## src/rtl/clkdiv_pkg.sv

```systemverilog
package clkdiv_pkg;

    typedef enum logic {
        PH_HIGH = 1'b0,
        PH_LOW  = 1'b1
    } phase_e;

    function automatic logic [5:0] fb_ratio(input logic fsel);
        return fsel ? 6'd16 : 6'd32;
    endfunction

endpackage

```

## src/rtl/clkdiv_src_mux.sv

```systemverilog
module clkdiv_src_mux (
    input  logic vco_tick,
    input  logic xtal_tick,
    input  logic ext_tick,
    input  logic pll_en,
    input  logic ref_sel,
    output logic src_tick
);
    logic ref_tick;

    always_comb begin
        ref_tick = ref_sel ? ext_tick : xtal_tick;
        src_tick = pll_en ? vco_tick : ref_tick;
    end
endmodule

```

## src/rtl/clkdiv_frame.sv

```systemverilog
module clkdiv_frame #(
    parameter int FRAME = 8
) (
    input  logic clk,
    input  logic rst,
    input  logic tick,
    output logic frame_end
);
    localparam int FW = (FRAME > 2) ? $clog2(FRAME) : 1;
    localparam logic [FW-1:0] LAST = FW'(FRAME - 1);

    logic [FW-1:0] fcnt;

    always_ff @(posedge clk) begin
        if (rst)
            fcnt <= '0;
        else if (tick)
            fcnt <= (fcnt == LAST) ? '0 : fcnt + 1'b1;
    end

    always_comb frame_end = tick && (fcnt == LAST);
endmodule

```

## src/rtl/clkdiv_bank.sv

```systemverilog
module clkdiv_bank
    import clkdiv_pkg::*;
#(
    parameter int DIV_LO = 4,
    parameter int DIV_HI = 8,
    parameter int N_OUT  = 1
) (
    input  logic             clk,
    input  logic             rst,
    input  logic             tick,
    input  logic             frame_end,
    input  logic             sel,
    output logic [N_OUT-1:0] q
);
    localparam int CW = $clog2(DIV_HI);
    localparam logic [CW-1:0] LAST_LO = CW'(DIV_LO / 2 - 1);
    localparam logic [CW-1:0] LAST_HI = CW'(DIV_HI / 2 - 1);

    phase_e        state, nstate;
    logic [CW-1:0] cnt;
    logic          sel_q;
    logic          term;
    logic          level;

    always_comb term = (cnt == (sel_q ? LAST_HI : LAST_LO));

    // State register, half-period counter and captured select
    always_ff @(posedge clk) begin
        if (rst) begin
            state <= PH_HIGH;
            cnt   <= '0;
            sel_q <= sel;
        end else if (tick) begin
            state <= nstate;
            cnt   <= term ? '0 : cnt + 1'b1;
            if (frame_end)
                sel_q <= sel;
        end
    end

    // Transitions: HIGH_TO_LOW and LOW_TO_HIGH on terminal count
    always_comb begin
        nstate = state;
        if (term) begin
            unique case (state)
                PH_HIGH: nstate = PH_LOW;
                PH_LOW:  nstate = PH_HIGH;
            endcase
        end
    end

    // Output decode
    always_comb begin
        unique case (state)
            PH_HIGH: level = 1'b1;
            PH_LOW:  level = 1'b0;
        endcase
    end

    for (genvar i = 0; i < N_OUT; i++) begin : g_fan
        assign q[i] = level;
    end
endmodule

```

## src/rtl/clkdiv_banks_top.sv

```systemverilog
module clkdiv_banks_top
    import clkdiv_pkg::*;
#(
    parameter int C_N    = 2,
    parameter int D_N    = 5,
    parameter int A_LO   = 2,
    parameter int A_HI   = 4,
    parameter int BCD_LO = 4,
    parameter int BCD_HI = 8,
    parameter int FB_W   = 6
) (
    input  logic            clk,
    input  logic            rst,
    input  logic            vco_tick,
    input  logic            xtal_tick,
    input  logic            ext_tick,
    input  logic            pll_en,
    input  logic            ref_sel,
    input  logic            oe_n,
    input  logic            fb_sel,
    input  logic            sel_a,
    input  logic            sel_b,
    input  logic            sel_c,
    input  logic            sel_d,
    output logic            out_a,
    output logic            out_b,
    output logic [C_N-1:0]  out_c,
    output logic [D_N-1:0]  out_d,
    output logic            drive_en,
    output logic [FB_W-1:0] fb_div
);
    localparam int FRAME = (A_HI > BCD_HI) ? A_HI : BCD_HI;

    logic src_tick;
    logic frame_end;

    clkdiv_src_mux u_mux (
        .vco_tick (vco_tick),
        .xtal_tick(xtal_tick),
        .ext_tick (ext_tick),
        .pll_en   (pll_en),
        .ref_sel  (ref_sel),
        .src_tick (src_tick)
    );

    clkdiv_frame #(.FRAME(FRAME)) u_frame (
        .clk      (clk),
        .rst      (rst),
        .tick     (src_tick),
        .frame_end(frame_end)
    );

    clkdiv_bank #(.DIV_LO(A_LO), .DIV_HI(A_HI), .N_OUT(1)) u_bank_a (
        .clk(clk), .rst(rst), .tick(src_tick), .frame_end(frame_end),
        .sel(sel_a), .q(out_a)
    );

    clkdiv_bank #(.DIV_LO(BCD_LO), .DIV_HI(BCD_HI), .N_OUT(1)) u_bank_b (
        .clk(clk), .rst(rst), .tick(src_tick), .frame_end(frame_end),
        .sel(sel_b), .q(out_b)
    );

    clkdiv_bank #(.DIV_LO(BCD_LO), .DIV_HI(BCD_HI), .N_OUT(C_N)) u_bank_c (
        .clk(clk), .rst(rst), .tick(src_tick), .frame_end(frame_end),
        .sel(sel_c), .q(out_c)
    );

    clkdiv_bank #(.DIV_LO(BCD_LO), .DIV_HI(BCD_HI), .N_OUT(D_N)) u_bank_d (
        .clk(clk), .rst(rst), .tick(src_tick), .frame_end(frame_end),
        .sel(sel_d), .q(out_d)
    );

    always_comb begin
        drive_en = ~oe_n;
        fb_div   = FB_W'(fb_ratio(fb_sel));
    end
endmodule

```

## config.mk

```make
export PLATFORM = sky130hd
export DESIGN_NAME = clkdiv_banks_top
export DESIGN_NICKNAME = d
export VERILOG_FILES = /design/src/rtl/clkdiv_pkg.sv /design/src/rtl/clkdiv_src_mux.sv /design/src/rtl/clkdiv_frame.sv /design/src/rtl/clkdiv_bank.sv /design/src/rtl/clkdiv_banks_top.sv
export SDC_FILE = /design/constraint.sdc
export NUM_CORES = 1
export LEC_CHECK = 0
export BUFFER_PORTS_ARGS = -buffer_cell sky130_fd_sc_hd__buf_4
export CAP_MARGIN = 20
export CORE_MARGIN = 5
export CORE_UTILIZATION = 33
export DETAILED_ROUTE_END_ITERATION = 6
export GPL_TIMING_DRIVEN = 0
export PLACE_DENSITY_LB_ADDON = 0.3
export SYNTH_ARGS = -nofsm -noshare
export SYNTH_HDL_FRONTEND = slang
export SYNTH_SLANG_ARGS = --single-unit
```

## constraint.sdc

```tcl
create_clock -name clk -period 1.6 [get_ports clk]
set_input_delay 0.16 -clock clk [delete_from_list [all_inputs] [get_ports clk]]
set_output_delay 0.16 -clock clk [all_outputs]
set_load 0.005 [all_outputs]
```

==> results of run 1 <==
worst paths after layout:
| kind | startpoint | to | cells past startpoint |
|---|---|---|---|
| hold / removal | sel_b | u_bank_b.sel_q | 1 |
| hold reg to reg | u_frame.fcnt[1] | u_frame.fcnt[1] | 2 |
| setup reg to reg | u_bank_c.sel_q | u_bank_c.state | 4 |
| setup / recovery | u_bank_c.sel_q | u_bank_c.state | 4 |
synthesized netlist by cell type, drive strengths merged:
cell / n
dfxtp: 18
buf: 16
a21oi: 15
nand2: 12
inv: 10
xnor2: 6
ha: 5
o21ai: 5
or4: 5
edfxtp: 4
o211ai: 4
o31ai: 4
nand4b: 3
nor2: 3
a21o: 1
clkbuf: 1
conb: 1
mux2: 1
nand2b: 1
o21a: 1
or3: 1
xor2: 1
cell usage in the layout, fill, tap and decap left out:
cell type,synthesis,layout
nor2_1,3,3
clkbuf_1,1,2
or4_1,5,5
o211ai_1,4,4
dlygate4sd3_1,0,1
nand2b_1,1,1
a21o_1,1,1
o21ai_2,1,1
dfxtp_1,18,18
buf_2,2,2
xor2_1,1,1
mux2_4,1,1
xnor2_1,6,6
edfxtp_1,4,4
buf_1,1,1
a21oi_1,15,15
nand2_1,12,12
o31ai_1,4,4
inv_1,10,10
or3_1,1,1
clkbuf_4,0,3
o21a_1,1,1
ha_1,5,5
buf_6,1,1
nand4b_1,3,3
o21ai_0,4,4
buf_4,12,35
conb_1,1,4
area by class of cell:
| type | instances | area [um2] |
|---|---|---|
| fillers | 324 | 1740 |
| multi-input cells | 72 | 465 |
| clock buffers | 4 | 26.3 |
| repair buffers | 24 | 183 |
| inverters | 10 | 37.5 |
| plain buffers | 17 | 119 |
| flip-flops and latches | 22 | 480 |
| well taps | 44 | 55.1 |
per-stage QoR:
stage	instance area, um2	cells	worst slack (ns)	hold WS (ns)	utilization [%]
final	1370	193	0.310	0.0273	44.0
after global routing	1370	193	0.197	0.000918	44.0
after detailed placement	1330	188	0.0419	0.339	42.9
after CTS	1360	192	0.290	0.0147	43.7
after global placement	1330	188	0.0579	0.339	42.9
after floorplan	1100	121	0.299	0.259	-
flip-flops by register name, summed over array words and instances (netlist names):
name and flops:
u_bank_a.cnt 2, u_bank_b.cnt 3, u_bank_d.state 1, u_bank_c.sel_q 1, u_bank_d.cnt 3, u_bank_c.cnt 3, u_bank_a.sel_q 1, u_bank_a.state 1
u_bank_b.sel_q 1, u_bank_b.state 1, u_frame.fcnt 3, u_bank_c.state 1, u_bank_d.sel_q 1
kinds of logic (layout without fill, tap and decap cells):
kind of cell	after synthesis	in the layout	share of synthesized area, %
other cells	1	4	0.344
compound gates	30	30	16.4
mux	1	1	1.38
buf+inv	27	55	14.3
simple gates	25	25	12.2
flops	22	22	44.0
xor+xnor	7	7	5.62
fa+ha+maj	5	5	5.73
report_power, final:
part,internal [W],switching (W)
Sequential,0.000614,0.0000384
Combinational,0.000148,0.000116
Clock,0.0000973,0.000161
layer usage:
layer  global-route usage [%]  wire length (um)  vias up
met5                        0                 0        -
met4                     3.04                19        0
met3                     3.49               157        2
met2                     17.6               979       21
met1                     12.5               906      404
li1                         -                 -      451
==> results.json, run 1 <==
{
  "status": "complete, no violations",
  "rsz0062_at_grt": "false",
  "grt_max_degree": 13,
  "htree_levels": 1,
  "cts_setup_buffers": 0,
  "synth_top_area_share_pct": 33.0,
  "syn_inst": 118,
  "post-route-period-util_pct": 80.6,
  "cp.required_ns": 1.85,
  "drtPass1Iterations": 3,
  "num_io_pins": 29,
  "slowest_delay_ns": 0.42,
  "drive_above_1_share_pct": 28.9,
  "clockRootBuffer": "clkbuf_4",
  "hp-class": "in -> reg",
  "ys_types": 26,
  "hold_viol_final": 0,
  "arrival_ns": 1.54,
  "fmax_ghz": 0.775,
  "final-setup-viol-count": 0,
  "ys_seq_area_share_pct": 44.0,
  "dpl.hpwl_um": 1600,
  "grt_overflow": 0,
  "cts.sinks": 22,
  "cts_resized": 0,
  "core_area_um2": 3100,
  "final.setup.tns_ns": 0,
  "grt_pass1_wl_um": 3650,
  "vias": 878,
  "ir_worst_vdd_v": 0.000570,
  "power_density_nw_per_um2": 860,
  "cts_tree": "built",
  "drt_wl_total_um": 2060,
  "fin_skew_ns": 0.00729,
  "viasPerCell": 4.55,
  "wl_per_cell_um": 10.7,
  "crit_type": "reg -> reg",
  "synth_top_cell_by_area": "dfxtp_1",
  "ys.warnings.count": 0,
  "crit_chain": "xnor2_1 > nand2_1 > or4_1 > a21oi_1",
  "clk_latency_ns": 0.31,
  "cp_top_family": "simple AND/OR/NAND/NOR gates",
  "slowest_stage": "edfxtp_1",
  "drv_slew": 0,
  "synth_area_per_cell_um2": 9.25,
  "synthToLayoutAreaGrowth_pct": 25.2,
  "port_buffers": 23,
  "antenna_left": 0,
  "die_y_um": 67.5,
  "clk_pin_slew_ns": 0.12,
  "drc": 0,
  "core.rowCount": 20,
  "path_max_fanout": 4,
  "die_w_um": 67.5,
  "grt_usage_pct": 10.4,
  "numCtsBuffers": 3,
  "netlist_area_um2": 1090,
  "ctsHoldBuffers": 0,
  "ys_top_cells_by_area": "dfxtp_1, edfxtp_1, buf_4",
  "nNetsFinal": 168,
  "cap_viol_max_count": 0,
  "antenna_found_initial": 0,
  "rrSetupSlack_ns": 0.31,
  "drtIter0Drc": 23,
  "ys_ff_latch": 22,
  "post-route-min-period_ns": 1.29,
  "power_w": 0.00117,
  "cts_buffer_depth": 2,
  "diodes": 0,
  "grt_pass1_vias": 836,
  "gp_congestion": 0.697,
  "crit_buf_inv": 0,
  "end_kind": "flop",
  "leakagePower_nw": 0.564,
  "critical_path.startpoint_type": "flop",
  "die_area_um2": 4560,
  "floorplan.initialDensity_pct": 35.2
}
(Power assumes the default switching activity.)
==> run 2: changes to the inputs <==
==> constraint.sdc (replaced) <==
create_clock -name clk -period 1.3 [get_ports clk]
set_input_delay 0.13 -clock clk [delete_from_list [all_inputs] [get_ports clk]]
set_output_delay 0.13 -clock clk [all_outputs]
set_load 0.005 [all_outputs]
==> run 2 against run 1 <==
- global-route usage grew 0.45 points
- critical path depth did not move
- worst hold slack improved by 0.18 ns
- flip-flop and latch count unchanged
- clock-buffer cell count is the same
- highest routed layer unchanged
- design area increased by 3.9%
- largest power group unchanged
- via count grew 3.2%
- final cell count rose by 3.1%
==> results.json, run 2 (same netlist as run 1, synthesis figures left out) <==
{
  "drive_above_1_share_pct": 30.3,
  "layout_common_cells": "buf_4, dfxtp_1, a21oi_1, nand2_1, inv_1",
  "grt_pass1_wl_um": 3820,
  "place_inst": 188,
  "ir_worst_vdd_v": 0.000708,
  "post-route-util_pct": 45.8,
  "drv_slew": 0,
  "critical_path.startpoint_type": "flop",
  "layout_commonest_cell": "buf_4",
  "slowest_stage": "or3_1",
  "wl_per_cell_um": 10.9,
  "combPwrFrac_pct": 23.8,
  "final.setup.tns_ns": 0,
  "cp_top_family": "adder cells",
  "slowest_delay_ns": 0.36,
  "cp.required_ns": 1.53,
  "cp_common_cell": "ha_1",
  "power_density_nw_per_um2": 1040,
  "leakagePower_nw": 0.589,
  "hold_ws_ns": 0.211,
  "drc": 0,
  "core.rowCount": 20,
  "grt_overflow": 0,
  "post-route-period-util_pct": 98.3,
  "clk_pin_slew_ns": 0.11,
  "crit_chain": "ha_1 > ha_1 > or3_1 > a21oi_1",
  "crit_type": "reg -> reg",
  "fin_skew_ns": 0.00610,
  "drtIter0Drc": 25,
  "floorplan.initialDensity_pct": 35.2,
  "hold_viol_final": 0,
  "p_seq_share_pct": 54.7,
  "clk_latency_ns": 0.30,
  "gp_congestion": 0.697,
  "numCtsBuffers": 3,
  "htree_levels": 1,
  "viasPerCell": 4.55,
  "diodes": 0,
  "switchingPower_w": 0.000394,
  "fin_cells": 199,
  "cts_buffer_depth": 2,
  "nFillCells": 320,
  "die_w_um": 67.5,
  "cts.sinks": 22,
  "post-route-min-period_ns": 1.28,
  "core_area_um2": 3100,
  "ff_latch_area_um2": 482,
  "rsz0062_at_grt": "true",
  "pwr-share-clk_pct": 21.6,
  "grt_max_degree": 13,
  "final-setup-viol-count": 0,
  "vias": 906,
  "die_area_um2": 4560,
  "synthToLayoutAreaGrowth_pct": 30.2,
  "fmax_ghz": 0.783,
  "path_max_fanout": 3,
  "grt_usage_pct": 10.9,
  "nNetsFinal": 174,
  "dpl.hpwl_um": 1600,
  "crit_buf_inv": 0,
  "antenna_left": 0,
  "drt_wl_total_um": 2170,
  "port_buffers": 23,
  "hp-class": "in -> reg",
  "die_y_um": 67.5,
  "arrival_ns": 1.51,
  "multi_input_area_um2": 465,
  "status": "complete, no violations",
  "cap_viol_max_count": 0,
  "num_io_pins": 29,
  "cts_tree": "built",
  "clockRootBuffer": "clkbuf_4",
  "switching_share_pct": 26.8,
  "end_kind": "flop",
  "intPower_w": 0.00108,
  "antenna_found_initial": 0,
  "drtPass1Iterations": 4,
  "grt_pass1_vias": 884
}
run 2: final cells by class:
type                       count  area share [%]
multi-input combinational     72            32.8
timing repair buffer          30            16.6
tap                           44            3.88
sequential                    22            33.9
buffer                        17            8.37
clock buffer                   4            1.85
inverter                      10            2.64
run 2: power groups by stage:
stage	Clock (W)	Combinational [W]	Sequential (W)
4_1_cts	0.000330	0.000347	0.000804
6_report	0.000317	0.000350	0.000804
2_1_floorplan	0	0.000218	0.000807
5_1_grt	0.000362	0.000398	0.000813
3_5_place_dp	0	0.000324	0.000819
3_3_place_gp	0	0.000313	0.000815
run 2: metrics by stage:
stage | total power [W] | cell area [um2] | worst slack [ns]
3_5_place_dp | 0.00114 | 1330 | -0.228
6_report | 0.00147 | 1420 | 0.0223
4_1_cts | 0.00148 | 1410 | 0.0244
3_3_place_gp | 0.00113 | 1330 | -0.212
5_1_grt | 0.00157 | 1420 | -0.0455
2_1_floorplan | 0.00103 | 1100 | 0.0289
run 2: path summary, 6_finish.rpt:
path | startpoint | endpoint | slack [ns] | cells after the start
hold / removal | rst | u_frame.fcnt[1] | 0.21 | 2
setup reg to reg | u_frame.fcnt[0] | u_frame.fcnt[0] | 0.02 | 4
hold reg to reg | u_frame.fcnt[1] | u_frame.fcnt[1] | 0.47 | 2
setup / recovery | u_frame.fcnt[0] | u_frame.fcnt[0] | 0.02 | 4
run 2: routing by layer:
| metal | global-route usage (%) | vias up | routed length, um |
|---|---|---|---|
| li1 | - | 462 | - |
| met1 | 13.0 | 413 | 935 |
| met2 | 18.6 | 29 | 1060 |
| met3 | 3.49 | 2 | 152 |
| met4 | 3.04 | 0 | 19 |
| met5 | 0 | - | 0 |
run 2: worst reg2reg max path, cell delays in order (launching register included):
cell and delay [ns]:
dfxtp_2 0.34, ha_1 0.19, ha_1 0.20, or3_1 0.36, a21oi_1 0.13
run 2: timing repair:
action                                  in CTS  in global routing
hold endpoints to repair                     4                  0
gates resized for setup                      0                  1
pin swaps                                    1                  2
endpoints found under the setup margin       2                  4
hold buffers                                 4                  0
setup buffers                                2                  1
